--- src/rtl/isc_pkg.sv ---
package isc_pkg;
   localparam int ISC_NCLS  = 8;
   localparam int ISC_CLS_W = $clog2(ISC_NCLS);

   // lowest set bit as a one-hot vector (priority: index 0 wins)
   function automatic logic [ISC_NCLS-1:0] isc_lowest(input logic [ISC_NCLS-1:0] v);
      logic [ISC_NCLS-1:0] r;
      r = '0;
      for (int i = ISC_NCLS - 1; i >= 0; i--) begin
         if (v[i]) r = ISC_NCLS'(1) << i;
      end
      return r;
   endfunction
endpackage

--- src/rtl/isc_fifo.sv ---
module isc_fifo #(
   parameter int DEPTH = 8,
   parameter int W     = 8
) (
   input  logic         clk,
   input  logic         rst_n,
   input  logic         push,
   input  logic [W-1:0] din,
   input  logic         pop,
   output logic [W-1:0] head,
   output logic         empty,
   output logic         full
);
   localparam int PW = (DEPTH > 1) ? $clog2(DEPTH) : 1;
   localparam int CW = PW + 1;

   if (DEPTH < 2 || (DEPTH & (DEPTH - 1)) != 0) begin : g_bad_depth
      $error("isc_fifo: DEPTH must be a power of two of at least 2");
   end

   logic [W-1:0]  mem [DEPTH];
   logic [PW-1:0] wp, rp;
   logic [CW-1:0] cnt;
   logic          do_push, do_pop;

   assign empty   = (cnt == '0);
   assign full    = (cnt == CW'(DEPTH));
   assign head    = mem[rp];
   assign do_push = push && !full;
   assign do_pop  = pop && !empty;

   always_ff @(posedge clk) begin
      if (do_push) mem[wp] <= din;
   end

   always_ff @(posedge clk or negedge rst_n) begin
      if (!rst_n) begin
         wp  <= '0;
         rp  <= '0;
         cnt <= '0;
      end else begin
         if (do_push) wp <= wp + PW'(1);
         if (do_pop)  rp <= rp + PW'(1);
         cnt <= cnt + CW'(do_push) - CW'(do_pop);
      end
   end


   pop_nonempty_chk: assert property (@(posedge clk) disable iff (!rst_n) pop |-> !empty);

   no_overflow_chk: assert property (@(posedge clk) disable iff (!rst_n) cnt <= CW'(DEPTH));

   hold_level_chk: assert property (@(posedge clk) disable iff (!rst_n)
      (!push && !pop) |=> $stable(cnt));
endmodule

--- src/rtl/isc_pick.sv ---
module isc_pick
   import isc_pkg::*;
(
   input  logic [ISC_NCLS-1:0]  want,
   output logic [ISC_NCLS-1:0]  sel,
   output logic [ISC_CLS_W-1:0] idx,
   output logic                 hit
);
   always_comb begin
      sel = isc_lowest(want);
      idx = '0;
      for (int i = 0; i < ISC_NCLS; i++) begin
         if (sel[i]) idx = ISC_CLS_W'(i);
      end
      hit = |want;
   end
endmodule

--- src/rtl/isc_ctrl.sv ---
module isc_ctrl
   import isc_pkg::*;
#(
   parameter int NCPU  = 2,
   parameter int SCH_W = 8,
   parameter int DEPTH = 8
) (
   input  logic                      clk,
   input  logic                      rst_n,
   input  logic                      post_valid,
   input  logic [SCH_W-1:0]          post_sch,
   input  logic [ISC_CLS_W-1:0]      post_cls,
   input  logic [NCPU-1:0]           mask_wr,
   input  logic [ISC_NCLS-1:0]       mask_din,
   input  logic [NCPU-1:0]           ack,
   input  logic [NCPU-1:0]           qry,
   input  logic [NCPU*ISC_CLS_W-1:0] qry_cls,
   output logic [NCPU-1:0]           irq_pend,
   output logic [NCPU-1:0]           gnt_valid,
   output logic [NCPU*SCH_W-1:0]     gnt_sch,
   output logic [NCPU*ISC_CLS_W-1:0] gnt_cls
);
   if (NCPU < 1 || SCH_W < 1) begin : g_bad_param
      $error("isc_ctrl: NCPU and SCH_W must be positive");
   end

   logic [SCH_W-1:0]    head [ISC_NCLS];
   logic [ISC_NCLS-1:0] nonempty;
   logic [ISC_NCLS-1:0] taken [NCPU+1];
   logic [ISC_NCLS-1:0] sel_v [NCPU];
   logic [ISC_NCLS-1:0] mask_q [NCPU];

   assign taken[0] = '0;

   for (genvar k = 0; k < ISC_NCLS; k++) begin : g_cls
      logic emp, ful;
      isc_fifo #(.DEPTH(DEPTH), .W(SCH_W)) u_q (
         .clk  (clk),
         .rst_n(rst_n),
         .push (post_valid && post_cls == ISC_CLS_W'(k)),
         .din  (post_sch),
         .pop  (taken[NCPU][k]),
         .head (head[k]),
         .empty(emp),
         .full (ful)
      );
      assign nonempty[k] = !emp;

      logic [NCPU-1:0] col;
      for (genvar c = 0; c < NCPU; c++) begin : g_col
         assign col[c] = sel_v[c][k];
      end

      single_claim_chk: assert property (@(posedge clk) disable iff (!rst_n) $onehot0(col));
   end

   for (genvar c = 0; c < NCPU; c++) begin : g_cpu
      logic [ISC_NCLS-1:0]  avail, want, qsel;
      logic [ISC_CLS_W-1:0] idx, qc;
      logic                 hit;

      always_ff @(posedge clk or negedge rst_n) begin
         if (!rst_n)          mask_q[c] <= '0;
         else if (mask_wr[c]) mask_q[c] <= mask_din;
      end

      assign qc    = qry_cls[c*ISC_CLS_W +: ISC_CLS_W];
      assign qsel  = ISC_NCLS'(1) << qc;
      assign avail = nonempty & ~taken[c];
      assign want  = qry[c] ? (qsel & avail)
                   : (ack[c] ? (mask_q[c] & avail) : '0);

      isc_pick u_pick (.want(want), .sel(sel_v[c]), .idx(idx), .hit(hit));

      assign taken[c+1]                        = taken[c] | sel_v[c];
      assign irq_pend[c]                       = |(nonempty & mask_q[c]);
      assign gnt_valid[c]                      = hit;
      assign gnt_sch[c*SCH_W +: SCH_W]         = hit ? head[idx] : '0;
      assign gnt_cls[c*ISC_CLS_W +: ISC_CLS_W] = idx;


      ack_enabled_chk: assert property (@(posedge clk) disable iff (!rst_n)
         (gnt_valid[c] && !qry[c]) |-> mask_q[c][idx]);

      qry_target_chk: assert property (@(posedge clk) disable iff (!rst_n)
         (gnt_valid[c] && qry[c]) |-> (idx == qc));
   end
endmodule

--- config.mk ---
export PLATFORM = sky130hd
export DESIGN_NAME = isc_ctrl
export DESIGN_NICKNAME = d
export VERILOG_FILES = /design/src/rtl/isc_pkg.sv /design/src/rtl/isc_fifo.sv /design/src/rtl/isc_pick.sv /design/src/rtl/isc_ctrl.sv
export SDC_FILE = /design/constraint.sdc
export NUM_CORES = 1
export LEC_CHECK = 0
export ABC_AREA = 1
export BUFFER_PORTS_ARGS = -buffer_cell sky130_fd_sc_hd__buf_2
export CORE_MARGIN = 3
export CORE_UTILIZATION = 63
export DETAILED_ROUTE_END_ITERATION = 7
export PLACE_DENSITY = 0.82
export SYNTH_ARGS = -nofsm -noshare
export SYNTH_HDL_FRONTEND = slang
export SYNTH_SLANG_ARGS = --single-unit
--- constraint.sdc ---
create_clock -name clk -period 6.3 [get_ports clk]
set_input_delay 1.89 -clock clk [delete_from_list [all_inputs] [get_ports clk]]
set_output_delay 1.89 -clock clk [all_outputs]
set_load 0.02 [all_outputs]
==> impl_metrics.yaml <==
status:
  status: "complete, but fails checks"
  violations: "DRC"
die:
  core-area_um2: 42130
  die_y_um: 213.0
  start_util_pct: 64.08
  die_w_um: 213.0
  pin_count: 60
  rows: 75
  die-area_um2: 45380
flow_run:
  maxCapViolCount: 0
logic_synthesis:
  synth_cells: 2437
  syn_area_per_cell_um2: 11.08
  synth_cell_types: 36
  synth_top_family_by_area: "simple AND/OR/NAND/NOR gates"
  yosysMostFrequentCell: "nand2_1"
  synth-edff-count: 512
  synth_xor_area_share_pct: 1.298
  netlist_area_um2: 27000
  synthAdderAreaFrac_pct: 3.559
  synth_top_area_share_pct: 56.95
  yosysWarnings: 0
  async_reset_ff_share_pct: 15.79
  synthTopCellsByArea: "edfxtp_1 (57%), nand2_1 (10%), dfrtp_1 (8.9%), nand3_1 (6.0%), ha_1 (3.0%)"
  synth-seq-area-share_pct: 65.84
  syn_nets: 2543
  synthFlopType: "edfxtp_1"
  synthSimpleGateAreaFrac_pct: 19.40
  yosys.area.top_type: "edfxtp_1"
  synthTopCellsByCount: "nand2_1 (717), edfxtp_1 (512), nand3_1 (323)"
  synth-seq-cells: 608
  synth_mux_area_share_pct: 0.4588
  synth_compound_area_share_pct: 5.682
clock_tree:
  cts_buffers: 57
  clkTransAtPathRegs_ns: 0.06
  cts_sinks: 608
  cts_tree: "built"
  clockBufferDepth: 3
  cts_root_buf: "clkbuf_16"
  htreeDepth: 2
  clk_latency_ns: 0.63
worst_hold_path:
  hp-class: "flop to flop"
global_route:
  grt_max_degree: 65
  grt_pass1_vias: 18420
  antenna_found_initial: 2
  grt_overflow_total: 0
  track_usage_pct: 30.46
  grt_pass1_wl_um: 105200
final_layout:
  fin_util_pct: 70.55
  fin_cells: 3059
  drive_gt1_share_pct: 9.766
  syn_to_final_growth_pct: 10.10
  nets: 2576
  fin_area_um2: 29720
power_and_ir_drop:
  finalPower_mw: 13.66
  leakagePower_nw: 11.44
  cellPowerDensity_nw_per_um2: 459.7
  peakVddDrop_v: 0.0003649
critical_path:
  worst_path_max_delay_cell: "nor2_4"
  crit_arrival_ns: 4.26
  max_stage_delay_ns: 0.23
  cp.required_ns: 4.41
  crit_path_end_kind: "primary output"
  startpoint_type: "primary input"
  path_class: "primary input to primary output"
  path_max_fanout: 33
  path_cells: "buf_2 -> inv_1 -> nor2_4 -> nand3_1 -> nand2_1 -> inv_1 -> nor2_1 -> nand2_2 -> nand2_2 -> nand3_2 -> nor2_4 -> nand2_8 -> nand3_2 -> buf_12 -> nand2_1 -> nand3_1 -> nand3_1 -> nand2_1 -> buf_2"
timing:
  slew_violations: 0
  fmax_mhz: 162.6
  period_needed_ns: 6.152
  setup_viol: 0
  timing.setup.tns_ns: 0
  fin_worst_skew_ns: 0.02371
  slew_headroom_pct: 14.72
  hold_viol: 0
  fin_ws_ns: 0.1484
  period_share_pct: 97.65
  finalHoldWorstSlack_ns: 0.5114
  worst_pin_slew_ns: 1.269
drt:
  wl_um: 68540
  wl_met2_um: 32540
  vias: 19160
  dr_wl_met3_um: 7598
  drcViolationCount: 9
  maxUsedRoutingLayer: "met5"
  routed_via_density: 6.263
  ant_nets: 0
  met1Wirelength_um: 25780
  dr.pass1.iters: 8
  drt-initial-drc-count: 2532
  wl_per_cell_um: 22.40
place:
  dp_cells: 2946
  pre_cts_slack_ns: 0.1230
  placement.cell_area_um2: 27740
  dpl.hpwl_um: 43420
  gp_congestion: 0.8925
  port_buffers: 59
-- state kept, by name (all words and copies together), names as in the netlist --
name / count
g_cls.u_q.mem: 512
g_cls.u_q.cnt: 32
g_cls.u_q.rp: 24
g_cls.u_q.wp: 24
mask_q: 16
-- worst max-delay path: cells and delay by family --
kind / cells / cell delay, ns
and+or+nand+nor: 14 / 1.79
buffers and inverters: 5 / 0.57
-- worst paths after layout --
check / startpoint / end / cells after the start / slack [ns]
worst max-delay path: ack[0] / gnt_sch[15] / 19 / 0.15
worst min-delay path: mask_q[14] / mask_q[14] / 1 / 0.51
worst max register to register: g_cls[2].u_q.cnt[2] / g_cls[4].u_q.cnt[1] / 16 / 2.65
worst min register to register: mask_q[14] / mask_q[14] / 1 / 0.51
max in group asynchronous: rst_n / g_cls[3].u_q.cnt[1] / 2 / 3.78
min in group asynchronous: rst_n / g_cls[5].u_q.wp[2] / 1 / 1.31
-- cells in the final DEF (no fill, tap or decap), types with 27 or more instances in the layout --
| cell | instances |
|---|---|
| nand2_1 | 716 |
| edfxtp_1 | 512 |
| nand3_1 | 323 |
| a21oi_1 | 138 |
| inv_1 | 116 |
| dfrtp_1 | 96 |
| nor2_1 | 68 |
| a32o_1 | 64 |
| ha_1 | 64 |
| clkbuf_16 | 57 |
| buf_2 | 55 |
| nand4_1 | 39 |
| buf_4 | 29 |
| o21ai_0 | 27 |
-- kinds of logic after synthesis --
family / Yosys count
buffers and inverters: 258
adder cells (fa/ha/maj): 72
multiplexers: 11
XOR/XNOR: 40
flip-flops: 608
AND/OR/NAND/NOR: 1211
AO/OA/AOI/OAI: 237
-- cell type report --
| cell class | instances | area [um^2] |
|---|---|---|
| flip-flops and latches | 608 | 17780 |
| fillers | 2723 | 12410 |
| multi-input cells | 1571 | 8240 |
| clock buffers | 76 | 1558 |
| well taps | 539 | 674.4 |
| repair buffers | 92 | 595.6 |
| inverters | 140 | 530.5 |
| clock inverters | 32 | 346.6 |
| diodes | 1 | 2.502 |
-- power by group --
part | switching, mW | internal (mW)
Combinational | 3.54 | 1.64
Clock | 1.50 | 1.99
Sequential | 0.277 | 4.71
Total | 5.32 | 8.35
-- metal layers --
| metal | vias to the layer above | global-route usage, % |
|---|---|---|
| met5 | - | 0 |
| met4 | 2 | 11.15 |
| met3 | 195 | 6.538 |
| met2 | 1177 | 48.78 |
| met1 | 9178 | 41.80 |
| li1 | 8608 | - |
-- repair_timing --
item | 4_1_cts | 5_1_grt
resized for setup | 0 | 12
buffers inserted | 0 | 1
hold buffers | 0 | 0
endpoints found under the setup margin | 0 | 8
No activity file was read; power rests on OpenSTA's default activity.
